--- config.mk ---
export PLATFORM = sky130hd
export DESIGN_NAME = sector_erase_ctrl
export DESIGN_NICKNAME = d
export VERILOG_FILES = /design/src/rtl/erase_pkg.sv /design/src/rtl/cmd_match.sv /design/src/rtl/sector_decode.sv /design/src/rtl/tick_counter.sv /design/src/rtl/sector_erase_ctrl.sv
export SDC_FILE = /design/constraint.sdc
export NUM_CORES = 1
export LEC_CHECK = 0
export ABC_AREA = 1
export BUFFER_PORTS_ARGS = -buffer_cell sky130_fd_sc_hd__buf_4
export CAP_MARGIN = 20
export CORE_MARGIN = 2
export CORE_UTILIZATION = 50
export DETAILED_ROUTE_END_ITERATION = 16
export GPL_TIMING_DRIVEN = 1
export HOLD_SLACK_MARGIN = 0.03
export PLACE_DENSITY = 0.73
export SLEW_MARGIN = 20
export SYNTH_ARGS = -nofsm -noshare
export SYNTH_HDL_FRONTEND = slang
export SYNTH_SLANG_ARGS = --single-unit
--- constraint.sdc ---
create_clock -name clk -period 1.4 [get_ports clk]
set_input_delay 0.07 -clock clk [delete_from_list [all_inputs] [get_ports clk]]
set_output_delay 0.07 -clock clk [all_outputs]
set_load 0.01 [all_outputs]
--- src/rtl/erase_pkg.sv ---
package erase_pkg;

    typedef enum logic [3:0] {
        ST_READ,
        ST_UL1,
        ST_UL2,
        ST_SETUP,
        ST_UL3,
        ST_UL4,
        ST_WINDOW,
        ST_ERASE,
        ST_SUSP
    } seq_state_e;

    localparam logic [10:0] KEY_ADDR_A = 11'h555;
    localparam logic [10:0] KEY_ADDR_B = 11'h2AA;
    localparam logic [7:0]  KEY_DATA_A = 8'hAA;
    localparam logic [7:0]  KEY_DATA_B = 8'h55;
    localparam logic [7:0]  CMD_ARM    = 8'h80;
    localparam logic [7:0]  CMD_SECTOR = 8'h30;
    localparam logic [7:0]  CMD_HOLD   = 8'hB0;

endpackage

--- src/rtl/cmd_match.sv ---
module cmd_match
    import erase_pkg::*;
#(
    parameter int CMD_AW = 11
) (
    input  logic [CMD_AW-1:0] addr_lo,
    input  logic [7:0]        data,
    output logic              is_key_a,
    output logic              is_key_b,
    output logic              is_arm,
    output logic              is_sector,
    output logic              is_hold
);
    always_comb begin
        is_key_a  = (addr_lo == CMD_AW'(KEY_ADDR_A)) && (data == KEY_DATA_A);
        is_key_b  = (addr_lo == CMD_AW'(KEY_ADDR_B)) && (data == KEY_DATA_B);
        is_arm    = (addr_lo == CMD_AW'(KEY_ADDR_A)) && (data == CMD_ARM);
        is_sector = (data == CMD_SECTOR);
        is_hold   = (data == CMD_HOLD);
    end
endmodule

--- src/rtl/sector_decode.sv ---
module sector_decode #(
    parameter int SECT_BITS = 3,
    localparam int NSEC = 1 << SECT_BITS
) (
    input  logic [SECT_BITS-1:0] sector,
    output logic [NSEC-1:0]      onehot
);
    for (genvar i = 0; i < NSEC; i++) begin : g_bit
        assign onehot[i] = (sector == SECT_BITS'(i));
    end
endmodule

--- src/rtl/tick_counter.sv ---
module tick_counter #(
    parameter int W = 8
) (
    input  logic         clk,
    input  logic         rst_n,
    input  logic         clear,
    input  logic         step,
    input  logic [W-1:0] limit,
    output logic         hit
);
    logic [W-1:0] cnt_d, cnt_q;

    always_comb begin
        hit = step && (cnt_q == limit - W'(1));
        if (clear)     cnt_d = '0;
        else if (step) cnt_d = cnt_q + W'(1);
        else           cnt_d = cnt_q;
    end

    always_ff @(posedge clk or negedge rst_n) begin
        if (!rst_n) cnt_q <= '0;
        else        cnt_q <= cnt_d;
    end
endmodule

--- src/rtl/sector_erase_ctrl.sv ---
module sector_erase_ctrl
    import erase_pkg::*;
#(
    parameter int ADDR_W      = 16,
    parameter int SECT_BITS   = 3,
    parameter int CMD_AW      = 11,
    parameter int WIN_TICKS   = 50,
    parameter int ERASE_TICKS = 1000
) (
    input  logic                      clk,
    input  logic                      rst_n,
    input  logic                      wr_en,
    input  logic [ADDR_W-1:0]         wr_addr,
    input  logic [7:0]                wr_data,
    input  logic                      tick,
    output logic                      window_o,
    output logic                      erasing_o,
    output logic                      suspended_o,
    output logic                      timer_flag_o,
    output logic                      done_o,
    output logic [(1<<SECT_BITS)-1:0] sel_o
);
    localparam int NSEC  = 1 << SECT_BITS;
    localparam int MAXT  = (WIN_TICKS > ERASE_TICKS) ? WIN_TICKS : ERASE_TICKS;
    localparam int TMR_W = $clog2(MAXT + 1);

    typedef struct packed {
        seq_state_e      state;
        logic [NSEC-1:0] sel;
        logic            done;
    } regs_t;

    regs_t r_d, r_q;

    logic key_a, key_b, arm, sect_cmd, hold_cmd;
    logic [NSEC-1:0] sect_bit;
    logic tmr_clr, tmr_step, tmr_hit;
    logic [TMR_W-1:0] tmr_limit;

    cmd_match #(.CMD_AW(CMD_AW)) u_match (
        .addr_lo  (wr_addr[CMD_AW-1:0]),
        .data     (wr_data),
        .is_key_a (key_a),
        .is_key_b (key_b),
        .is_arm   (arm),
        .is_sector(sect_cmd),
        .is_hold  (hold_cmd)
    );

    sector_decode #(.SECT_BITS(SECT_BITS)) u_dec (
        .sector(wr_addr[ADDR_W-1 -: SECT_BITS]),
        .onehot(sect_bit)
    );

    assign tmr_step  = tick && ((r_q.state == ST_WINDOW) || (r_q.state == ST_ERASE));
    assign tmr_limit = (r_q.state == ST_WINDOW) ? TMR_W'(WIN_TICKS) : TMR_W'(ERASE_TICKS);

    tick_counter #(.W(TMR_W)) u_tmr (
        .clk  (clk),
        .rst_n(rst_n),
        .clear(tmr_clr),
        .step (tmr_step),
        .limit(tmr_limit),
        .hit  (tmr_hit)
    );

    always_comb begin
        r_d      = r_q;
        r_d.done = 1'b0;
        tmr_clr  = 1'b1;
        unique case (r_q.state)
            ST_READ: begin
                if (wr_en && key_a) r_d.state = ST_UL1;
            end
            ST_UL1: begin
                if (wr_en) r_d.state = key_b ? ST_UL2 : ST_READ;
            end
            ST_UL2: begin
                if (wr_en) r_d.state = arm ? ST_SETUP : ST_READ;
            end
            ST_SETUP: begin
                if (wr_en) r_d.state = key_a ? ST_UL3 : ST_READ;
            end
            ST_UL3: begin
                if (wr_en) r_d.state = key_b ? ST_UL4 : ST_READ;
            end
            ST_UL4: begin
                if (wr_en) begin
                    if (sect_cmd) begin
                        r_d.state = ST_WINDOW;
                        r_d.sel   = sect_bit;
                    end else begin
                        r_d.state = ST_READ;
                    end
                end
            end
            ST_WINDOW: begin
                if (wr_en && sect_cmd) begin
                    r_d.sel = r_q.sel | sect_bit;
                end else if (wr_en && !hold_cmd) begin
                    r_d.state = ST_READ;
                    r_d.sel   = '0;
                end else if (tmr_hit) begin
                    r_d.state = ST_ERASE;
                end else begin
                    tmr_clr = 1'b0;
                end
            end
            ST_ERASE: begin
                if (wr_en && hold_cmd) begin
                    r_d.state = ST_SUSP;
                    tmr_clr   = 1'b0;
                end else if (tmr_hit) begin
                    r_d.state = ST_READ;
                    r_d.sel   = '0;
                    r_d.done  = 1'b1;
                end else begin
                    tmr_clr = 1'b0;
                end
            end
            ST_SUSP: begin
                tmr_clr = 1'b0;
            end
            default: begin
                r_d.state = ST_READ;
                r_d.sel   = '0;
            end
        endcase
    end

    always_ff @(posedge clk or negedge rst_n) begin
        if (!rst_n) begin
            r_q.state <= ST_READ;
            r_q.sel   <= '0;
            r_q.done  <= 1'b0;
        end else begin
            r_q <= r_d;
        end
    end

    assign window_o     = (r_q.state == ST_WINDOW);
    assign erasing_o    = (r_q.state == ST_ERASE);
    assign suspended_o  = (r_q.state == ST_SUSP);
    assign timer_flag_o = (r_q.state == ST_ERASE) || (r_q.state == ST_SUSP);
    assign done_o       = r_q.done;
    assign sel_o        = r_q.sel;

endmodule

==> reports/metrics.yaml, run 1 <==
status: "finished, violations left"
violations: "setup timing"
path_cells: "inv_1 -> nand2_2 -> nor2_2 -> nand2_2 -> a21oi_2 -> nand2_2 -> nand2_4 -> nand3_4 -> nand2_2 -> nand2_2"
port-buffer-count: 38
ir_drop_mv: 0.2874
grt_max_degree: 24
start_kind: "register"
combPwrFrac_pct: 12.3
cts_tree: "yes"
place_congestion: 0.8713
root_buffer: "clkbuf_8"
reg2reg_depth: 10
coreArea_mm2: 0.003744
cpMostUsedCell: "nand2_2"
mostFrequentLayoutCell: "nand2_1"
min-delay-start: "tick"
die_h_um: 67.24
fmax_mhz: 642.3
start_util_pct: 53.41
synthMuxAreaShare_pct: 0
yosysUniqueCellTypes: 26
cp_data_arrival_time_ps: 1730
antenna_found_initial: 0
cts_made_buffers: 3
dp_hpwl_mm: 3.866
detail_route.vias_per_cell: 5.229
drtAntennaViolNets: 0
crit_type: "reg2reg"
crit_family: "simple AND/OR/NAND/NOR gates"
placed_cells: 429
yosys_warnings: 0
rows: 22
insertion_delay_ps: 270
cp_max_fo: 8
synthAdderAreaFrac_pct: 0.6258
synth_compound_area_share_pct: 4.005
synth_top_family_by_area: "simple AND/OR/NAND/NOR gates"
drv_slew: 0
swShare_pct: 25.40
worst_pin_slew_ps: 307.5
hold_class: "in2reg"
clock_skew_ps: 2.760
r2r_slack_ps: -160
setup_violations: 24
route.detailed.drc: 0
wl_per_cell_um: 12.35
clock_path_buffers: 2
die_w_um: 67.24
htree_levels: 1
route.vias.total: 2332
ys_seq_area_share_pct: 28.79
area_delta_synth_final_pct: 46.31
synthCells: 321
overflow: 0
layout_common_cells: "77 x nand2_1, 75 x buf_4, 35 x inv_1"
hold_path_end: "u_tmr.cnt_q[0]"
p_sw_uw: 318.0
multiInputGateArea_mm2: 0.001375
crit_buf_inv: 1
finalCriticalPeriod_ps: 1557
seq_area_um2: 580.6
clkTransAtPathRegs_ps: 90
intPower_uw: 934.2
ioPinCount: 41
critPathRequiredTime_ps: 1570
firstDrtPassIters: 4
seqPwrFrac_pct: 53.0
grt_pass1_wl_mm: 8.431
endpoint_kind: "register"
power_density_mw_per_mm2: 428.1
clkSinkCount: 23
rsz0062_at_grt: "yes"
p_leak_uw: 0.001528
grtUsageTotal_pct: 24.03
place_ws_ps: -138.6
synth_area_mm2: 0.001999
maxSlewHeadroom_pct: 79.50
grt_pass1_vias: 2027
fill_cells: 272
diodes: 0
stdcell_count: 446
dieArea_mm2: 0.004521
hold_viol: 0
clkPwrFrac_pct: 34.7
r2r_start: "u_tmr.cnt_q[8]"
cap_violations: 0
cp_slowest_stage_delay_ps: 410
syn-num-nets: 350
synth-simple-area-share_pct: 50.81
critPathSlowestCell: "dfrtp_1"
timing.final.crit_share_pct: 111.2
drtIter0Drc: 100
layout_setup_ws_ps: -156.9
synth_area_per_cell_um2: 6.229
yosys_register_bits: 23
layout-drive-gt1-share_pct: 40.95
hold_depth: 4
utilization_pct: 78.14
finalWirelength_mm: 5.507
timing.rr.end: "sel_o[2]"
finalNetCount: 428
synth-xor-area-share_pct: 3.066
synthesized netlist by cell type:
library cell,n,area (um2)
ha_1,1,12.51
nand4_1,24,150.1
inv_2,3,11.26
nand2_1,92,345.3
nand4_2,1,12.51
a21oi_1,2,10.01
a21boi_0,1,7.510
nand2_2,9,56.30
nand3_1,27,135.1
nand3b_1,1,7.510
nand3_2,1,10.01
buf_2,2,10.01
inv_1,41,153.9
nor2_4,3,33.78
buf_4,9,67.56
o21ai_0,3,15.01
dfrtp_1,23,575.6
a21oi_2,2,17.52
o21bai_1,4,30.03
nor2_2,3,18.77
nor2_1,54,202.7
nor3_1,3,15.01
nand3_4,1,17.52
nand2_4,1,11.26
clkbuf_1,3,11.26
xor2_1,7,61.31
state kept, by name (all words and copies together) (netlist names):
| register | cells |
|---|---|
| u_tmr.cnt_q | 10 |
| done_o | 1 |
| r_q | 4 |
| sel_o | 8 |
how the worst max path moves through the flow:
| stage | to | slack, ps | startpoint | cells after the start |
|---|---|---|---|---|
| after global routing | sel_o[6] | -240 | u_tmr.cnt_q[8] | 10 |
| after detailed placement | u_tmr.cnt_q[9] | -140 | r_q[11] | 9 |
| final | sel_o[2] | -160 | u_tmr.cnt_q[8] | 10 |
| after global placement | sel_o[7] | -110 | r_q[9] | 9 |
| after CTS | window_o | -110 | r_q[12] | 6 |
| after floorplan | sel_o[0] | 30 | u_tmr.cnt_q[4] | 10 |
routing by layer:
| layer | vias to the layer above | wire (um) | global-route usage (%) |
|---|---|---|---|
| met5 | - | 0 | 0 |
| met2 | 90 | 2754 | 41.46 |
| li1 | 1162 | - | - |
| met1 | 1069 | 2376 | 30.92 |
| met3 | 11 | 249 | 1.000 |
| met4 | 0 | 127 | 11.22 |
final cells by class:
cell class / instances / area share [%]
multi-input cells: 241 / 47.01
flip-flops and latches: 23 / 19.85
well taps: 48 / 2.053
inverters: 44 / 5.817
repair buffers: 86 / 23.74
clock buffers: 4 / 1.540
worst reg2reg max path: stages (launching register included):
cell	delay [ps]
dfrtp_1	410
inv_1	100
nand2_2	60
nor2_2	110
nand2_2	80
a21oi_2	160
nand2_2	120
nand2_4	120
nand3_4	140
nand2_2	110
nand2_2	40
power by group through the flow:
stage                     clock network (uW)  logic [uW]  registers [uW]
after floorplan                            0        58.7             677
after global placement                     0         145             677
after detailed placement                   0         149             677
after CTS                                432         154             664
after global routing                     461         173             664
final                                    435         154             664
repair_timing:
action / CTS / global route
hold buffers: 1 / 0
pin swaps: 7 / 21
setup buffers: 6 / 5
endpoints found under the setup margin: 24 / 26
cloned: 1 / 0
endpoints found under the hold margin: 23 / 0
gates resized for setup: 21 / 57
logic make-up (layout without fill, tap and decap cells):
kind of cell,count (synthesis),in the layout
AOI/OAI and AO/OA,12,12
xor gates and xnor gates,7,7
adders and majority gates,1,1
buffers and inverters,58,134
DFF,23,23
and+or+nand+nor,220,221
per-stage QoR:
| stage | total power [uW] | hold WS [ps] | setup TNS (ps) | area [um2] |
|---|---|---|---|---|
| CTS | 1249 | 172.2 | -1716 | 2720 |
| finish | 1252 | 190.5 | -2411 | 2925 |
| global route | 1297 | 230.2 | -4148 | 2925 |
| detailed placement | 825.4 | -16.18 | -2613 | 2529 |
| floorplan | 735.9 | -225.6 | 0 | 2002 |
| global placement | 822.1 | -14.55 | -1752 | 2529 |
No activity file was read; power rests on OpenSTA's default activity.
==> inputs of run 2 (changes only) <==
Settings changed: TNS_END_PERCENT set to 20.
==> reports/metrics.yaml, run 2 (synthesis results as in run 1) <==
status: "finished, violations left"
violations: "setup timing"
clkPwrFrac_pct: 34.2
finalCriticalPeriod_ps: 1537
insertion_delay_ps: 270
r2r_start: "r_q[10]"
intPower_uw: 933.5
clock_path_buffers: 2
finish.instance_area_mm2: 0.002734
setup_violations: 24
p_total_uw: 1238
diodes: 0
critPathLaunch: "r_q[10]"
critPathSlowestCell: "dfrtp_1"
drtIter0Drc: 125
endpoint_kind: "register"
start_kind: "register"
finalNetCount: 422
hold_path_end: "u_tmr.cnt_q[0]"
p_leak_uw: 0.001454
firstDrtPassIters: 5
place_congestion: 0.8713
dieArea_mm2: 0.004521
route.vias.total: 2244
cp_slowest_stage_delay_ps: 450
drv_slew: 0
path_cells: "buf_4 -> nand2_1 -> nor2_4 -> nand3_1 -> nand2_1 -> nor2_4 -> nand2_2 -> nand2_1 -> nand2_1"
die_w_um: 67.24
root_buffer: "clkbuf_8"
dp_hpwl_mm: 3.866
crit_type: "reg2reg"
detail_route.vias_per_cell: 5.100
ioPinCount: 41
worst_pin_slew_ps: 306.7
cts_made_buffers: 3
seqPwrFrac_pct: 53.6
maxSlewHeadroom_pct: 79.55
grt_max_degree: 24
overflow: 0
route.detailed.drc: 0
layout-drive-gt1-share_pct: 33.67
timing.final.crit_share_pct: 109.8
r2r_slack_ps: -140
timing.rr.end: "r_q[11]"
largest_reg_flops: 10
hold_depth: 4
cap_violations: 0
swShare_pct: 24.58
combPwrFrac_pct: 12.2
die_h_um: 67.24
cp_data_arrival_time_ps: 1750
cpMostUsedCell: "nand2_1"
port-buffer-count: 38
clkTransAtPathRegs_ps: 80
rows: 22
cp_max_fo: 6
max_flop_register: "u_tmr.cnt_q"
coreArea_mm2: 0.003744
hold_class: "in2reg"
start_util_pct: 53.41
reg2reg_depth: 9
antenna_found_initial: 0
crit_family: "simple AND/OR/NAND/NOR gates"
cts_tree: "yes"
min-delay-start: "tick"
layout_setup_ws_ps: -137.0
critPathRequiredTime_ps: 1610
place_ws_ps: -138.6
finalWirelength_mm: 5.066
clkSinkCount: 23
drtAntennaViolNets: 0
wl_per_cell_um: 11.51
layout_common_cells: "84 x nand2_1, 76 x buf_4, 46 x nor2_1"
fmax_mhz: 650.6
placed_cells: 429
crit_buf_inv: 1
stdcell_count: 440
grtUsageTotal_pct: 23.85
clock_skew_ps: 5.738
mostFrequentLayoutCell: "nand2_1"
power_density_mw_per_mm2: 452.7
whs_ps: 180.7
ir_drop_mv: 0.2553
hold_viol: 0
rsz0062_at_grt: "yes"
p_sw_uw: 304.2
place_area_mm2: 0.002529
grt_pass1_wl_mm: 8.376
area_delta_synth_final_pct: 36.73
grt_pass1_vias: 1987
htree_levels: 1
## run 2: worst register-to-register path: cells and delay by family, from the launching register on
kind,cells,cell delay (ps)
buffers and inverters,1,180
AND/OR/NAND/NOR,8,850
flip-flops,1,450
## run 2: worst max-delay path by stage
| stage | to | depth (start not counted) |
|---|---|---|
| 2_1_floorplan | sel_o[0] | 10 |
| 3_3_place_gp | sel_o[7] | 9 |
| 3_5_place_dp | u_tmr.cnt_q[9] | 9 |
| 4_1_cts | window_o | 6 |
| 5_1_grt | r_q[10] | 10 |
| 6_report | r_q[11] | 9 |
## run 2: power by group through the flow
stage	Clock (uW)	Sequential (uW)	Combinational [uW]
floorplan	0	677	58.7
global placement	0	677	145
detailed placement	0	677	149
CTS	432	664	153
global route	460	664	171
finish	423	664	151
## run 2: final cells by class
type                            count  area [um2]
Inverter                           44       165.2
Multi-Input combinational cell    241        1272
Tap cell                           48       60.06
Fill cell                         325        1010
Sequential cell                    23       576.8
Timing Repair Buffer               80       614.3
Clock buffer                        4       45.04
## run 2: timing repair
action | CTS | global route
cloned | 1 | 0
resized for setup | 18 | 19
setup endpoints to repair | 24 | 25
pin swaps | 7 | 7
buffers inserted | 3 | 2
hold buffers | 1 | 0
endpoints found under the hold margin | 23 | 0
## run 2: per-layer routing
layer  wire length (um)  vias up  GRT usage, %
li1                   -     1155             -
met1               2328     1014         31.02
met2               2435       68         41.46
met3                208        7         1.000
met4                 93        0         9.694
met5                  0        -             0
## run 2: metrics by stage
stage	TNS, ps	util [%]
final	-2079	73.03
after global routing	-4272	73.03
after CTS	-1852	71.46
after detailed placement	-2613	67.55
after global placement	-1752	67.55
after floorplan	0	-
==> inputs of run 3 (changes only) <==
Settings changed: PLACE_DENSITY 0.73 to 0.81.
==> reports/metrics.yaml, run 3 (synthesis results as in run 1) <==
rsz0062_at_grt: "yes"
wl_per_cell_um: 11.23
hold_viol: 0
p_leak_uw: 0.001466
crit_type: "reg2out"
overflow: 0
layout-drive-gt1-share_pct: 33.85
power_density_mw_per_mm2: 446.5
insertion_delay_ps: 260
max_flop_register: "u_tmr.cnt_q"
root_buffer: "clkbuf_8"
die_w_um: 67.24
drtAntennaViolNets: 0
maxSlewHeadroom_pct: 80.67
cts_made_buffers: 3
detail_route.vias_per_cell: 5.064
utilization_pct: 72.86
cp_max_fo: 6
whs_ps: 231.3
htree_levels: 1
m1WireLength_mm: 2.108
coreArea_mm2: 0.003744
diodes: 0
clkTransAtPathRegs_ps: 80
finalWirelength_mm: 4.919
route.vias.total: 2218
top_layer_used: "met4"
finalNetCount: 420
layout_common_cells: "85 x nand2_1, 74 x buf_4, 49 x nor2_1"
drtIter0Drc: 126
port-buffer-count: 38
dieArea_mm2: 0.004521
antenna_found_initial: 0
start_util_pct: 53.41
ir_drop_mv: 0.2537
setup_violations: 24
place_ws_ps: -136.8
clkSinkCount: 23
fill_cells: 324
grt_max_degree: 24
hold_class: "in2async"
grt_pass1_wl_mm: 8.079
firstDrtPassIters: 4
route.met2.wl_mm: 2.523
finalCriticalPeriod_ps: 1531
layout_setup_ws_ps: -130.5
drv_slew: 0
area_delta_synth_final_pct: 36.42
cp_data_arrival_time_ps: 1460
fmax_mhz: 653.4
violations: "setup timing"
cap_violations: 0
grtUsageTotal_pct: 23.04
worst_pin_slew_ps: 290.0
grt_pass1_vias: 1963
critPathRequiredTime_ps: 1330
route.detailed.drc: 0
endpoint_kind: "primary output"
place_congestion: 0.8765
stdcell_count: 438
rows: 22
start_kind: "register"
ioPinCount: 41
die_h_um: 67.24
timing.final.crit_share_pct: 109.3
placed_cells: 432
post-cts-setup-buffer-count: 0
wl_met3_um: 232
largest_reg_flops: 10
mostFrequentLayoutCell: "nand2_1"
cts_tree: "yes"
clock_skew_ps: 2.528
clock_path_buffers: 2
dp_hpwl_mm: 3.797
status: "finished, violations left"
## run 3: cell count changes in the layout (fill, tap and decap cells not counted), sizes merged
| cell | change |
|---|---|
| buf | -2 |
## run 3: what timing repair did
| action | 4_1_cts | 5_1_grt |
|---|---|---|
| resized for setup | 12 | 29 |
| endpoints found under the hold margin | 23 | 0 |
| hold buffers | 1 | 0 |
| endpoints found under the setup margin | 24 | 26 |
| cloned | 0 | 1 |
| pin swaps | 2 | 9 |
## run 3: final timing paths
path / from / end / slack, ps / cells past startpoint
min: rst_n / u_tmr.cnt_q[1] / 230 / 2
max in group asynchronous: rst_n / r_q[12] / 930 / 2
max: r_q[12] / window_o / -130 / 6
min reg2reg: sel_o[2] / sel_o[2] / 500 / 2
min in group clk: tick / u_tmr.cnt_q[0] / 240 / 4
max reg2reg: r_q[12] / sel_o[2] / -130 / 9
## run 3: per-stage QoR
stage	total power, uW	TNS [ps]	cell area, um2
2_1_floorplan	735.9	0	2002
5_1_grt	1279	-4098	2728
3_5_place_dp	822.5	-2084	2551
4_1_cts	1227	-1781	2636
3_3_place_gp	819.5	-709.5	2551
6_report	1218	-1950	2728
## run 3: per-layer routing
layer  global-route usage (%)  vias to the layer above
met5                        0                        -
met2                    41.83                       59
met4                    7.398                        0
met3                    2.333                        4
met1                    28.50                     1002
li1                         -                     1153
## run 3: cell type report
cell class	count	area, um2	share of cell area [%]
Multi-Input combinational cell	241	1275	46.74
Timing Repair Buffer	78	599.3	21.97
Sequential cell	23	580.6	21.28
Inverter	44	167.7	6.147
Tap cell	48	60.06	2.202
Clock buffer	4	45.04	1.651
## run 3: worst max-delay path: stages, from the launching register on
cell     delay, ps
dfrtp_2        450
inv_2           80
nand2_4         70
buf_6          120
nor2_4         220
buf_6          160
buf_4          110
## run 3: power by group
group          internal, uW  switching, uW
registers               663        0.00397
clock network           203            203
logic                  66.4           82.0
